**src/rtl/bl_seq_pkg.sv**
```systemverilog
package bl_seq_pkg;
  // Raise a brightness code to the floor value.
  function automatic logic [7:0] clamp_level(input logic [7:0] code, input int unsigned floor_code);
    if (int'(code) < floor_code) return 8'(floor_code);
    return code;
  endfunction

  // Number of high cycles in one PWM period for a code.
  function automatic longint unsigned high_cycles(input logic [7:0] code, input longint unsigned period);
    return (longint'(code) * period) / 255;
  endfunction
endpackage

```
**src/rtl/bl_sat_cnt.sv**
```systemverilog
module bl_sat_cnt #(
  parameter int unsigned LIMIT     = 64,
  parameter bit          INIT_FULL = 1'b0,
  localparam int unsigned W        = $clog2(LIMIT + 1)
) (
  input  logic         clk,
  input  logic         rst_n,
  input  logic         clr,
  output logic [W-1:0] cnt,
  output logic         full
);
  localparam logic [W-1:0] TOP = W'(LIMIT);

  assign full = (cnt == TOP);

  always_ff @(posedge clk or negedge rst_n) begin
    if (!rst_n)      cnt <= INIT_FULL ? TOP : '0;
    else if (clr)    cnt <= '0;
    else if (!full)  cnt <= cnt + 1'b1;
  end

  AST_CNT_BOUND: assert property (@(posedge clk) disable iff (!rst_n)
    cnt <= TOP);
endmodule

```
**src/rtl/bl_pwm_gen.sv**
```systemverilog
module bl_pwm_gen #(
  parameter int unsigned PERIOD = 400,
  localparam int unsigned CW    = $clog2(PERIOD + 1)
) (
  input  logic       clk,
  input  logic       rst_n,
  input  logic [7:0] eff_code,
  input  logic       gate,
  output logic       pwm,
  output logic       wrap
);
  import bl_seq_pkg::*;

  logic [CW-1:0] phase;
  logic [CW-1:0] thr;

  assign wrap = (phase == CW'(PERIOD - 1));

  always_ff @(posedge clk or negedge rst_n) begin
    if (!rst_n) begin
      phase <= '0;
      thr   <= '0;
    end else begin
      phase <= wrap ? '0 : phase + 1'b1;
      if (wrap) thr <= CW'(high_cycles(eff_code, longint'(PERIOD)));
    end
  end

  assign pwm = gate && (phase < thr);

  AST_PHASE_RANGE: assert property (@(posedge clk) disable iff (!rst_n)
    phase < CW'(PERIOD));
  AST_THR_HOLD: assert property (@(posedge clk) disable iff (!rst_n)
    !$past(wrap) |-> $stable(thr));
endmodule

```
**src/rtl/bl_ctrl.sv**
```systemverilog
module bl_ctrl (
  input  logic clk,
  input  logic rst_n,
  input  logic supply_ok,
  input  logic lamp_req,
  input  logic mode_req,
  input  logic supply_settled,
  output logic lamp_en,
  output logic mode_ext,
  output logic turn_on
);
  assign turn_on = !lamp_en && lamp_req && supply_ok && supply_settled
                   && (mode_ext == mode_req);

  always_ff @(posedge clk or negedge rst_n) begin
    if (!rst_n) begin
      lamp_en  <= 1'b0;
      mode_ext <= 1'b0;
    end else begin
      if (lamp_en) lamp_en <= lamp_req && supply_ok;
      else         lamp_en <= turn_on;
      if (!lamp_en) mode_ext <= mode_req;
    end
  end

  AST_SEL_LOCKED: assert property (@(posedge clk) disable iff (!rst_n)
    $past(lamp_en) && lamp_en |-> $stable(mode_ext));
  AST_SEL_SETTLED: assert property (@(posedge clk) disable iff (!rst_n)
    $rose(lamp_en) |-> $stable(mode_ext));
  AST_ON_NEEDS_SUPPLY: assert property (@(posedge clk) disable iff (!rst_n)
    $rose(lamp_en) |-> $past(supply_ok) && $past(lamp_req));
  AST_FAST_OFF: assert property (@(posedge clk) disable iff (!rst_n)
    lamp_en && !(lamp_req && supply_ok) |=> !lamp_en);
endmodule

```
**src/rtl/bl_seq.sv**
```systemverilog
module bl_seq #(
  parameter longint unsigned CLK_HZ   = 200_000_000,
  parameter int unsigned     PWM_HZ   = 160,
  parameter int unsigned     GUARD_US = 1000,
  parameter int unsigned     MIN_PCT  = 20
) (
  input  logic       clk,
  input  logic       rst_n,
  input  logic       supply_ok,
  input  logic       lamp_req,
  input  logic       mode_req,
  input  logic [7:0] level_req,
  output logic       lamp_en,
  output logic       mode_ext,
  output logic       pwm_out,
  output logic [7:0] int_level,
  output logic       supply_release
);
  import bl_seq_pkg::*;

  localparam int unsigned PERIOD   = int'(CLK_HZ / PWM_HZ);
  localparam int unsigned GUARD    = int'((CLK_HZ * GUARD_US) / 1_000_000);
  localparam int unsigned MIN_CODE = (MIN_PCT * 255 + 99) / 100;
  localparam int unsigned GW       = $clog2(GUARD + 1);

  logic [7:0]    eff_code;
  logic [GW-1:0] on_run, off_run;
  logic          settled, off_long, turn_on, pwm_wrap;

  assign eff_code = clamp_level(level_req, MIN_CODE);

  bl_sat_cnt #(.LIMIT(GUARD), .INIT_FULL(1'b0)) u_good_run (
    .clk(clk), .rst_n(rst_n), .clr(!supply_ok), .cnt(on_run), .full(settled));

  bl_sat_cnt #(.LIMIT(GUARD), .INIT_FULL(1'b1)) u_off_run (
    .clk(clk), .rst_n(rst_n), .clr(lamp_en), .cnt(off_run), .full(off_long));

  bl_ctrl u_ctrl (
    .clk(clk), .rst_n(rst_n), .supply_ok(supply_ok), .lamp_req(lamp_req),
    .mode_req(mode_req), .supply_settled(settled), .lamp_en(lamp_en),
    .mode_ext(mode_ext), .turn_on(turn_on));

  bl_pwm_gen #(.PERIOD(PERIOD)) u_pwm (
    .clk(clk), .rst_n(rst_n), .eff_code(eff_code), .gate(lamp_en && mode_ext),
    .pwm(pwm_out), .wrap(pwm_wrap));

  assign int_level      = (lamp_en && !mode_ext) ? eff_code : 8'd0;
  assign supply_release = !lamp_en && off_long;

  AST_EXT_GROUNDED: assert property (@(posedge clk) disable iff (!rst_n)
    !mode_ext |-> !pwm_out);
  AST_INT_GROUNDED: assert property (@(posedge clk) disable iff (!rst_n)
    mode_ext |-> int_level == 8'd0);
  AST_INT_FLOOR: assert property (@(posedge clk) disable iff (!rst_n)
    int_level != 8'd0 |-> int_level >= 8'(MIN_CODE));
  AST_RELEASE_SAFE: assert property (@(posedge clk) disable iff (!rst_n)
    supply_release |-> !lamp_en && off_run == GW'(GUARD));
  AST_ON_AFTER_GUARD: assert property (@(posedge clk) disable iff (!rst_n)
    turn_on |-> on_run == GW'(GUARD));
  AST_NO_FLOAT: assert property (@(posedge clk) disable iff (!rst_n)
    !$isunknown({lamp_en, mode_ext, pwm_out, int_level, supply_release}));
endmodule

```
**config.mk**
```make
export PLATFORM = sky130hd
export DESIGN_NAME = bl_seq
export DESIGN_NICKNAME = d
export VERILOG_FILES = /design/src/rtl/bl_seq_pkg.sv /design/src/rtl/bl_sat_cnt.sv /design/src/rtl/bl_pwm_gen.sv /design/src/rtl/bl_ctrl.sv /design/src/rtl/bl_seq.sv
export SDC_FILE = /design/constraint.sdc
export NUM_CORES = 1
export LEC_CHECK = 0
export ABC_AREA = 1
export BUFFER_PORTS_ARGS = -buffer_cell sky130_fd_sc_hd__buf_2
export CAP_MARGIN = 20
export CORE_MARGIN = 3
export CORE_UTILIZATION = 40
export CTS_BUF_LIST = sky130_fd_sc_hd__clkbuf_16
export DETAILED_ROUTE_END_ITERATION = 7
export GPL_TIMING_DRIVEN = 0
export MAX_ROUTING_LAYER = met4
export PLACE_DENSITY_LB_ADDON = 0.25
export SETUP_SLACK_MARGIN = 0.4
export SLEW_MARGIN = 20
export SYNTH_ARGS = -nofsm -noshare
export SYNTH_HDL_FRONTEND = slang
export SYNTH_SLANG_ARGS = --single-unit
```
**constraint.sdc**
```tcl
create_clock -name clk -period 7.3 [get_ports clk]
set_input_delay 1.095 -clock clk [delete_from_list [all_inputs] [get_ports clk]]
set_output_delay 1.095 -clock clk [all_outputs]
set_load 0.02 [all_outputs]
```
# Yosys cells after proc, flatten, opt, wreduce, memory -nomap -nowiden
# Index checks and enable logic that the tools add are counted.
# W data, S select, Z words.
dict set report word_totals {
  register_bits 80
  out_inout_bits 12
  inputBits 13
  elab_cells 40
}
dict set report classes {
  add_sub_neg 3
  eq_ne 6
  n_mux 10
  n_div 1
  n_reduce_logical 11
  n_mul 1
  magnitude_cmp 2
}
# op n
set op_table {}
lappend op_table {{$mux W18} 4}
lappend op_table {{$div A29 B8 Y64 const B} 1}
lappend op_table {{$add A18 B1 Y18 const B} 2}
lappend op_table {{$eq A18 B18 Y1 const B} 2}
lappend op_table {{$mul A8 B17 Y25 const B} 1}
lappend op_table {{$mux W8} 3}
lappend op_table {{$add A21 B1 Y21 const B} 1}
lappend op_table {{$eq A21 B21 Y1 const B} 1}
lappend op_table {{$lt A21 B21 Y1} 1}
lappend op_table {{$mux W21} 1}
lappend op_table {{$logic_and A1 B1 Y1} 9}
lappend op_table {{$lt A8 B6 Y1 const B} 1}
lappend op_table {{$logic_not A1 Y1} 2}
lappend op_table {{$mux W1} 2}
lappend op_table {{$ne A2 B1 Y1 const B} 1}
lappend op_table {{$ne A2 B2 Y1 const B} 1}
lappend op_table {{$eq A1 B1 Y1} 1}

# Logic depth before layout (Yosys ltp)
# Gate-level depths: netlist (run 1).
dict set report depth {
  ltp_word 6
  depth_mapped 153
  mapped_depth_nobuf 150
}

# Hierarchy
# A second synthesis (run 1) with hierarchy kept.
dict set report unflattened {
  cells_unflattened 2156
  hier_area_um2 12873.6
}
# mod cells_each instances seq_area_each_um2 area_per_inst_um2
set modules_own_cells {}
lappend modules_own_cells {bl_pwm_gen 1750 1 1051.0 10253.6}
lappend modules_own_cells {{bl_sat_cnt at u_off_run} 175 1 457.9 1177.4}
lappend modules_own_cells {{bl_sat_cnt at u_good_run} 175 1 450.4 1169.9}
lappend modules_own_cells {bl_seq 39 1 0.0 161.4}
lappend modules_own_cells {bl_ctrl 17 1 50.0 111.4}

# Worst setup path before layout (run 1)
# OpenSTA, ideal clock, no wires.
dict set report synth_timing {
  kind {input-to-reg}
  start {input port level_req[6]}
  end {register u_pwm.thr[0]}
  t_arrival_ns 16.842
  slack_ns -9.659
  required_time_ns 7.183
  n_path_buf 6
  cell_stages 138
  setup_time_ns 0.117
  path_cell_list {inv_1 -> ha_1 -> inv_1 -> a31oi_1 -> clkbuf_1 -> nor2_1 -> inv_1 -> ha_1 -> ha_1 -> fa_1 -> inv_1 -> fa_1 -> inv_1 -> ha_1 -> or2_1 -> nand3_1 -> nand2_1 -> nand2_1 -> (+102 left out) -> ha_1 -> nand2_4 -> xnor2_1 -> ha_1 -> nand3_4 -> nor2_2 -> nand2_1 -> nand2_1 -> ha_1 -> nand3_2 -> nor2_4 -> nand2_2 -> nand2_1 -> nand3_1 -> nor2_1 -> nand3_1 -> nand2_1 -> nand2_1}
}
dict set report synth_via {
  elab_chain_cells 5
}
# item line_no
set synth_lines {}
lappend synth_lines {{start: declaration} bl_seq.sv:12} ;# input logic [7:0] level_req,
lappend synth_lines {{$lt A8 B6 Y1} bl_seq_pkg.sv:4} ;# if (int'(code) < floor_code) return 8'(floor_code);
lappend synth_lines {{$mux W1} bl_seq_pkg.sv:4}
lappend synth_lines {{$mux W8 (*)} bl_seq_pkg.sv:5} ;# return code;
lappend synth_lines {{$mul A8 B17 Y25 (*)} bl_seq_pkg.sv:10} ;# return (longint'(code) * period) / 255;
lappend synth_lines {{$div A29 B8 Y64 (*)} bl_seq_pkg.sv:10}
lappend synth_lines {{end signal: assignment} bl_pwm_gen.sv:25} ;# if (wrap) thr <= CW'(high_cycles(eff_code, longint'(PERIOD)));
lappend synth_lines {{end: declaration} bl_pwm_gen.sv:15} ;# logic [CW-1:0] thr;
# Every way passes the cells marked *; elsewhere a longest branch is shown, timed or not.
# A chain may end at the register's enable or synchronous reset.

# Final worst setup path (run 1)
dict set report layout_timing {
  start {input port level_req[7]}
  end {register u_pwm.thr[0]}
}
# The elaborated chain is that of the path after synthesis.

==> results list, run 1 <==
- The critical path starts at level_req[7].
* Hold Violations, Final: 0
- Final Wtd Congestion: 0.8874
- Total number of placement rows: 69
- STA classifies the critical path startpoint as an input pin.
- RSZ-0062 raised after global routing: yes
* Critical-path top delay cell: fa_1
* Share of synthesized area occupied by flip-flops and latches: 0.1374
* Final critical-path setup slack: -10.17 ns
- For this run, the total global-route usage over all layers was measured as 0.2013.
* Number of antenna violations at the first check in global routing: 0
- Sorting the synthesized cells by area gives the leading types as nand2_1, dfrtp_1, inv_1, ha_1, nand3_1.
- Proportion of register bits with asynchronous set or reset after synthesis: 1.000
- Total nets after synthesis: 2448
* Count of unresolved DRC violations after routing: 0
* Share of the synthesized area in the top cell type: 0.1476
* Vias in the first global route: 14520
- Post-detailed-routing wire length: 39220 um
- Post-layout minimum cycle time: 17.47 ns
- 0 antenna diodes ended up in the layout.
- Number of buffers created by CTS: 9
- 1st-iter DRT viols: 712
* Final setup TNS: -97.07 ns
- Failing checks: negative setup slack
* Synth top cells by count: nand2_1, inv_1, nor2_1
- Final Cycle Share: 2.394
- TritonCTS built the clock tree.
- Worst endpoint required time: 7.53 ns
* DPL Wire Length: 28860 um
- Dominant cell by count in the synthesized netlist: nand2_1
- The first global-routing pass estimated 65810 um of wire.
- Counting cells, the worst reg-to-reg path comes to 26.
- Timing endpoint of the critical path: u_pwm.thr[0]
- Setup Skew: 0.007112 ns
- For this configuration, the core starts out at a cell density of 0.4081.
- Synthesis produced a netlist whose cell count is 2315.
- Tightest slew margin relative to the limit: 0.3663
- Count of flip-flops with a built-in enable after synthesis: 0
* Placeable core region: 0.03583 sq mm
* Synthesized area per cell: 6.317 sq um
- The tightest min-delay check is of the reg2reg type.
- The setup path with the least slack is of type in2reg.
- Origin of the critical flop-to-flop path: u_pwm.phase[0]
- Top flip-flop cell by instance count after synthesis: dfrtp_1
- Slew Limit Fails: 0
- Clock root buffer master: clkbuf_16
* Worst Path Arrival: 17.70 ns
- Setup violations remaining at the end of the flow were counted as 18.
* Antenna viol nets, final: 0
* Clock Pin Slew Worst Setup and Hold Paths: 0.06 ns
* Outcome: complete, but fails checks
- Terminus of the critical flop-to-flop path: u_pwm.phase[20]
* Number of unique standard cell types used by synthesis: 63
- Die width: 197.2 um
- Later-pin clock latency in the skew report: 0.34 ns
- Entering global routing, the biggest net connects 46 pins.
* Depth of the CTS H-tree: 3
* Ports placed on the boundary: 25
* Clk sink count: 80
- In this run the deepest clock path goes through 2 buffers.
* Largest stage delay on the critical path: 0.58 ns
* Post-DR wirelength/cell: 12.94 um
- OpenSTA, run right after detailed placement, puts the worst setup slack at -11.71 ns.
- Most frequent cell on the critical path: nand2_4
- Hold repair after CTS inserted 0 buffers.
- The mapped netlist covers 0.01462 sq mm.
* Sum of overflow across all layers after global routing: 0
- Vias per Instance: 4.979
- Along the worst path, the maximum fanout reaches 8.
- The tool flagged a number of max-cap violations equal to 0.
- Static timing analysis puts the maximum clock frequency at 57.23 MHz.
* Warnings from Yosys: 0
* Fillers: 3303
- STA classifies the critical path endpoint as a flop.
- For this run, the detailed router's first-pass iteration total came to 6.
* Post-synthesis cell type with the largest combined area: nand2_1
- Total Nets Final: 2699
* Port bufs: 23
- Detailed routing inserted a total of 15095 vias.
- P&R area growth vs syn: 34.06%
* Die span in y: 197.2 um
* Tightest Pin Transition: 0.9427 ns
- Fraction of final layout cells with drive strength greater than 1: 0.3594
- Die Footprint: 0.03889 sq mm
* Minimum setup slack among reg-to-reg paths: 4.24 ns
* Number of synthesized register bits: 80
cells in the final DEF (no fill, tap or decap), drive strengths merged, types with 6 or more instances in the layout:
master  instances
xor2           43
xnor2          11
nor2          270
inv           423
nand4          43
dfstp           6
fa             18
nand2         766
dfrtp          74
nor3           39
o21bai          7
clkinv         14
clkbuf         19
nand3         232
a31oi           7
nor4            8
nand3b         16
buf           242
ha            102
a21oi          77
o21ai         118
routing by layer:
metal	wire length, um	GRT usage	up-vias
met3	611	0.01160	42
met2	20060	0.3527	144
met5	0	-	-
li1	-	-	7843
met1	17840	0.2532	7066
met4	707	0.05412	0
timing repair:
action | in CTS | in global routing
setup buffers | 152 | 54
resized for setup | 223 | 131
pin swaps | 151 | 143
endpoints found under the setup margin | 20 | 19
gates cloned | 10 | 0
state kept, by name, indices dropped and copies added, names as in the netlist:
register	flops
u_ctrl.lamp_en	1
u_ctrl.mode_ext	1
u_good_run.cnt	18
u_off_run.cnt	18
u_pwm.phase	21
u_pwm.thr	21
critical path, delay by kind of cell:
family,cells,cell delay [ns]
adder cells (fa/ha/maj),11,3.06
AND/OR/NAND/NOR,110,10.89
buffers and inverters,18,1.82
XOR/XNOR,1,0.13
AO/OA/AOI/OAI,4,0.67
cell type report:
class / instances / area [sq um] / area share
plain buffers: 20 / 235.2 / 0.01200
repair buffers: 235 / 1929 / 0.09842
clock inverters: 7 / 65.06 / 0.003319
clock buffers: 9 / 225.2 / 0.01149
flip-flops and latches: 80 / 2009 / 0.1025
repair inverters: 1 / 3.754 / 0.0001915
well taps: 461 / 576.8 / 0.02942
inverters: 431 / 1759 / 0.08974
multi-input cells: 1788 / 12800 / 0.6529
stage by stage:
stage,hold slack (ns),std cells,area (sq um),utilization
4_1_cts,0.4818,2978,18630,0.5199
6_report,0.4781,3032,19600,0.5471
2_1_floorplan,0.4488,2315,15290,-
3_3_place_gp,0.4689,2799,15980,0.4460
5_1_grt,0.5157,3032,19600,0.5471
3_5_place_dp,0.4654,2800,16010,0.4469
logic make-up (layout without fill, tap and decap cells):
group / Yosys count / count (layout) / synth area share
DFF: 80 / 80 / 0.1374
and+or+nand+nor: 1382 / 1386 / 0.5040
buffers and inverters: 451 / 703 / 0.1255
adders and majority gates: 120 / 120 / 0.1119
AOI/OAI and AO/OA: 228 / 228 / 0.08753
xor gates and xnor gates: 54 / 54 / 0.03363
worst min-delay path by stage:
| stage | startpoint | end | slack (ns) | cells after the start |
|---|---|---|---|---|
| finish | u_pwm.thr[0] | u_pwm.thr[0] | 0.48 | 2 |
| global route | u_off_run.cnt[3] | u_off_run.cnt[3] | 0.52 | 1 |
| CTS | u_pwm.thr[0] | u_pwm.thr[0] | 0.48 | 2 |
| detailed placement | u_pwm.thr[0] | u_pwm.thr[0] | 0.47 | 2 |
| global placement | u_pwm.thr[0] | u_pwm.thr[0] | 0.47 | 2 |
| floorplan | u_pwm.thr[0] | u_pwm.thr[0] | 0.45 | 2 |
Power of run 1 is not shown: default switching activity piles up to over one toggle a cycle in this logic, so the estimate is an artifact.
==> run 2: changes to the inputs <==
Settings changed: RECOVER_POWER from default to 100.
==> results list, run 2 (synthesis results as in run 1) <==
- Die Footprint: 0.03889 sq mm (unchanged)
* Fraction of final layout cells with drive strength greater than 1: 0.3559 (-0.003501)
- Biggest registers after layout: u_pwm.phase x21, u_pwm.thr x21
- The post-route cell area was 0.01957 sq mm (-0.18%).
* Count of TritonRoute iterations in the first routing pass: 7 (+1)
* Hold Startpoint: u_pwm.thr[0]
* Path category of the worst min-delay check: reg2reg
* Area of all sequential standard cells: 0.002009 sq mm (unchanged)
- The max-cap check violation count is 2 (+2).
- TritonCTS clock tree: yes
- The area growth from synthesis to layout is 33.82%.
- Total Routing Usage GR: 0.2013 (unchanged)
* Post-Route Hold Slack: 0.4781 ns (unchanged)
- Setup Viol. Count Final: 18 (unchanged)
- The number of cells after detailed placement came to 2800 (unchanged).
- Post-DR wirelength/cell: 12.94 um (about the same)
* Setup Skew: 0.007112 ns (+0.00000006000 ns)
- On the critical path, the stage with the largest delay is an instance of fa_1.
* Placeable core region: 0.03583 sq mm (unchanged)
- STA classifies the critical path startpoint as an input pin.
- The root buffer cell chosen for the clock tree is clkbuf_16.
* RSZ-0062 raised after global routing: yes
- Cells on worst reg2reg path: 26 (unchanged)
* Total Nets Final: 2699 (unchanged)
- Worst Path Arrival: 17.70 ns (about the same)
- Origin of the critical flop-to-flop path: u_pwm.phase[0]
* Fillers: 3315 (+0.36%)
- Outcome: complete, but fails checks
- The final antenna-violating net count came to 0 (unchanged).
- The number of vias per cell was 4.982 (about the same).
- Worst endpoint required time: 7.53 ns (about the same)
* Post-DP Area: 0.01601 sq mm (unchanged)
- Final Cycle Share: 2.394 (about the same)
- The maximum level of the CTS H-tree came to 3 (unchanged).
* Total of hold buffers inserted after clock tree synthesis: 0 (unchanged)
- The number of port buffers is 23 (unchanged).
* Sum of overflow across all layers after global routing: 0 (unchanged)
- Clk sink count: 80 (unchanged)
- Crit. End Element: flop
* Antenna diodes: 0 (unchanged)
* Initial Util: 0.4081 (unchanged)
- The checks that failed: max-capacitance violations, max-slew violations, negative setup slack.
- The die width is 197.2 um (unchanged).
- The clock buffer count from CTS came to 9 (unchanged).
* Number of antenna violations at the first check in global routing: 0 (unchanged)
- Leaving out fill and tap cells, the most frequent cell in the layout is nand2_1.
- Final Wtd Congestion: 0.8874 (unchanged)
* Terminus of the critical flop-to-flop path: u_pwm.phase[20]
- Total number of placement rows: 69 (unchanged)
- Worst-case setup slack after placement: -11.71 ns (unchanged)
- The wire length of the first global-routing pass is 65810 um (unchanged).
* Later-pin clock latency in the skew report: 0.34 ns (about the same)
- The setup slack of the most critical reg-to-reg path was 4.24 ns (about the same).
* End of the worst hold path: u_pwm.thr[0]
- Most frequent cell on the critical path: nand2_4
- The number of top-level design ports was 25 (unchanged).
* Max Fanout on Critical Path: 8 (unchanged)
* Clock Pin Slew Worst Setup and Hold Paths: 0.06 ns (about the same)
- 1st-iter DRT viols: 712 (unchanged)
- The total via count after detailed routing came to 15104 (+0.060%).
* Tightest Pin Transition: 2.389 ns (+1.446 ns)
- The longest individual stage delay on the worst path came to 0.58 ns (about the same).
- CTS max path bufs: 2 (unchanged)
- Die span in y: 197.2 um (unchanged)
- Leaving out fill and tap cells, the most frequent cells in the layout are nand2_1, inv_1, buf_4.
- The critical path is of the in2reg type.
* Tightest slew margin relative to the limit: -0.5924 (-0.9587)
* Slew Limit Fails: 83 (+83)
* Pin count of the biggest net entering global routing: 46 (unchanged)
- F_max: 57.23 MHz (about the same)
- The number of cells on the worst hold path came to 2 (unchanged).
- The area of the multi-input gates is 0.01280 sq mm (unchanged).
- The final count of hold timing violations was 0 (unchanged).
- Vias in the first global route: 14520 (unchanged)
- The total DRC errors in the routed layout was 0 (unchanged).
* Final critical-path setup slack: -10.17 ns (-0.0005000 ns)
* Post-detailed-routing wire length: 39230 um (about the same)
* Post-layout minimum cycle time: 17.47 ns (+0.0005000 ns)
- The sum of net half-perimeters after detailed placement is 28860 um (unchanged).
- The post-route non-filler standard cell count came to 3032 (unchanged).
run 2: cell count changes in the layout (fill, tap and decap cells not counted):
cell / before / now
dfstp_1: 0 / 1
clkbuf_1: 5 / 13
buf_2: 20 / 14
buf_16: 3 / 2
buf_4: 193 / 192
dfstp_2: 6 / 5
run 2: layer usage:
layer  track usage  share of wire
met5             -              0
met4       0.05412          0.018
met3       0.01160          0.015
met2        0.3527           0.51
met1        0.2532           0.46
run 2: worst max path at each step:
stage                  from            to  slack (ns)  cells after the start
3_5_place_dp   level_req[6]  u_pwm.thr[0]      -11.71                    145
3_3_place_gp   level_req[6]  u_pwm.thr[0]      -11.49                    145
4_1_cts        level_req[7]  u_pwm.thr[0]       -9.59                    140
5_1_grt        level_req[7]  u_pwm.thr[0]      -11.13                    140
6_report       level_req[7]  u_pwm.thr[0]      -10.17                    144
2_1_floorplan  level_req[7]  u_pwm.thr[0]       -8.98                    144
run 2: repair_timing:
item	CTS	global route
gates resized for setup	223	131
endpoints found under the setup margin	20	19
pin swaps	151	143
endpoints found under the hold margin	0	0
cloned	10	0
setup buffers	152	54
run 2: critical path, delay by kind of cell:
family          cells  cell delay, ns
simple gates      110           10.90
fa+ha+maj          11            3.06
buf+inv            18            1.83
compound gates      4            0.67
xor+xnor            1            0.13
run 2: per-stage QoR:
stage / util / setup TNS, ns
5_1_grt: 0.5462 / -108.25
4_1_cts: 0.5199 / -88.10
6_report: 0.5462 / -97.07
2_1_floorplan: - / -79.02
3_3_place_gp: 0.4460 / -112.36
3_5_place_dp: 0.4469 / -115.76
run 2: cell type report:
| class | count | share of cell area |
|---|---|---|
| plain buffers | 20 | 0.01202 |
| clock buffers | 9 | 0.01151 |
| clock inverters | 7 | 0.003325 |
| inverters | 431 | 0.08990 |
| multi-input cells | 1788 | 0.6541 |
| flip-flops and latches | 80 | 0.1027 |
| well taps | 461 | 0.02948 |
| repair buffers | 235 | 0.09681 |
| repair inverters | 1 | 0.0001918 |
Power of run 2 is left out for the same reason.
==> run 3: changes to the inputs <==
Settings changed: SYNTH_HIERARCHICAL from default to 1.
==> results list, run 3 <==
- Vias: 14566 (-3.6%)
- P&R area growth vs syn: 42.73%
* Most frequent cell on the critical path: nand2_4
- The chip height came to 185.4 um (-6.0%).
- The worst register-to-register path begins at u_pwm/phase[13].
* Global-route wire length before repair: 62260 um (-5.4%)
* Crit. End Element: flop
- Fraction of final layout cells with drive strength greater than 1: 0.3474 (-0.008494)
- The detail-routed net length per standard cell came to 13.27 um (+2.6%).
- Synthesized area per cell: 5.972 sq um (-5.5%)
* Outcome: complete, but fails checks
- The post-route non-filler standard cell count was 2843 (-6.2%).
- The number of cells on the worst hold path is 2 (unchanged).
- Leaving out fill and tap cells, the most frequent cell in the layout is nand2_1.
- Critical-path top delay cell: fa_1
- The number of vias per cell came to 5.123 (+2.8%).
* Total Nets Final: 2569 (-4.8%)
- Final setup TNS: -89.11 ns (+7.961 ns)
- STA classifies the critical path startpoint as an input pin.
- The checks that failed: max-capacitance violations, max-slew violations, negative setup slack.
* Count of unresolved DRC violations after routing: 0 (unchanged)
- The final count of hold timing violations was 0 (unchanged).
- The overall overflow remaining after global route came to 0 (unchanged).
- Setup Skew: 0.008148 ns (+0.001036 ns)
- The number of global-route vias before repair was 13837 (-4.7%).
* Later-pin clock latency in the skew report: 0.35 ns (about the same)
- The global routing stage identified its most utilized layer as met2.
* Clk sink count: 80 (unchanged)
- The yosys synthesis warning count was 6 (+6).
* Max Fanout on Critical Path: 8 (unchanged)
- Final Cycle Share: 2.346 (-0.04791)
- Clock root buffer master: clkbuf_16
- The combined area of all synthesized cells came to 0.01287 sq mm (-12%).
- The logic depth of the worst register-to-register path came to 8 (-69%).
* Placed cell count: 2582 (-7.8%)
- The area of the die came to 0.03436 sq mm (-12%).
- The minimum setup slack in the final design was -9.824 ns (+0.3498 ns).
- Highest-count cells in the layout ignoring fill and taps: nand2_1, inv_1, buf_4
- The post-route cell area is 0.01837 sq mm (-6.1%).
- Global-route met3 utilization: 0.01807 (+0.006469)
- The pin slew with the least headroom to its limit was 2.354 ns (-0.03478 ns).
- Largest stage delay on the critical path: 0.52 ns (-0.06 ns)
* Slew Limit Fails: 83 (unchanged)
- Setup repair after global routing could not meet its margin everywhere.
* Die width: 185.4 um (-6.0%)
- The relative slew slack is -0.5692 (+0.02319).
* 1st-iter DRT viols: 949 (+33%)
- Depth of the CTS H-tree: 3 (unchanged)
- The startpoint identified for the worst hold timing path is u_pwm/thr[3].
- Total number of placement rows: 65 (-5.8%)
- The fraction of met1 tracks used by global routing was 0.2676 (+0.01439).
* Setup Viol. Count Final: 17 (-1)
- The clock buffer count from CTS came to 9 (unchanged).
* F_max: 58.40 MHz (+2.0%)
- The area inside the core boundary came to 0.03164 sq mm (-12%).
* Post-detailed-routing wire length: 37730 um (-3.8%)
* Gate count of the mapped netlist: 2155 (-6.9%)
- GR Util met2: 0.3827 (+0.03003)
- Total Routing Usage GR: 0.2169 (+0.01559)
- Minimum setup slack among reg-to-reg paths: 4.57 ns (+0.33 ns)
- Initial Util: 0.4068 (-0.001334)
- End of the worst hold path: u_pwm/thr[3]
- The critical path in this run is classified as in2reg.
- The initial antenna violation count is 0 (unchanged).
- TritonCTS clock tree: yes
- DPL Wire Length: 25510 um (-12%)
- Final Wtd Congestion: 0.9505 (+7.1%)
- Biggest registers after layout: u_pwm/phase x21, u_pwm/thr x21
- The cell area reported after detailed placement was 0.01437 sq mm (-10%).
- The required time at the worst-slack endpoint came to 7.54 ns (about the same).
- The number of top-level design ports is 25 (unchanged).
- The arrival time reported for the critical path endpoint came to 17.36 ns (-0.34 ns).
- The net count of the mapped netlist was 2288 (-6.5%).
- Max-capacitance violation count: 2 (unchanged)
- Antenna viol nets, final: 0 (unchanged)
- The post-CTS clock slew at the launch and capture registers of the worst setup and hold paths is 0.06 ns (about the same).
* Path category of the worst min-delay check: reg2reg
- Pin count of the biggest net entering global routing: 44 (-4.3%)
- The worst-case clock buffer depth came to 2 (unchanged).
- The number of port buffers was 24 (+4.3%).
- The length of the first detailed-routing pass in iterations came to 5 (-2).
- In this run the critical register-to-register path is captured at u_pwm/phase[11].
- Total of hold buffers inserted after clock tree synthesis: 0 (unchanged)
- Post-layout minimum cycle time: 17.12 ns (-0.3498 ns)
- Final standard cell utilization of the core: 0.5806 (+0.03447)
- Antenna diodes: 0 (unchanged)
run 3: layout make-up:
cell class	count	area (sq um)
fill	2776	13270
multi-input combinational	1709	11860
timing repair buffer	265	2171
sequential	80	2009
inverter	353	1394
tap	402	503.0
clock buffer	9	225.2
buffer	18	141.4
clock inverter	7	62.56
run 3: how the worst max path moves through the flow:
stage | cells past startpoint | from | endpoint
after floorplan | 140 | level_req[2] | u_pwm/thr[0]
after global placement | 143 | level_req[2] | u_pwm/thr[0]
after detailed placement | 140 | level_req[2] | u_pwm/thr[0]
after CTS | 143 | level_req[2] | u_pwm/thr[0]
after global routing | 145 | level_req[2] | u_pwm/thr[0]
final | 143 | level_req[2] | u_pwm/thr[0]
run 3: timing repair:
| item | 4_1_cts | 5_1_grt |
|---|---|---|
| gates cloned | 8 | 0 |
| pin swaps | 144 | 95 |
| endpoints found under the setup margin | 19 | 19 |
| hold endpoints to repair | 0 | 0 |
| gates resized for setup | 280 | 177 |
| setup buffers | 177 | 60 |
run 3: metrics by stage:
step | setup slack [ns] | hold WS (ns)
6_report | -9.824 | 0.4932
5_1_grt | -10.87 | 0.5314
4_1_cts | -9.238 | 0.4911
3_5_place_dp | -11.32 | 0.4747
3_3_place_gp | -11.17 | 0.4652
2_1_floorplan | -8.589 | 0.4488
run 3: critical path, delay by kind of cell:
kind | cells | cell delay (ns)
buffers and inverters | 17 | 1.66
and+or+nand+nor | 113 | 11.38
xor gates and xnor gates | 1 | 0.14
AOI/OAI and AO/OA | 3 | 0.56
adders and majority gates | 9 | 2.46
run 3: routing by layer:
| metal | wire length, um | up-vias |
|---|---|---|
| met5 | 0 | - |
| met4 | 903 | 0 |
| met3 | 1062 | 87 |
| met2 | 19090 | 304 |
| met1 | 16670 | 6740 |
| li1 | - | 7435 |
Power of run 3 is left out for the same reason.
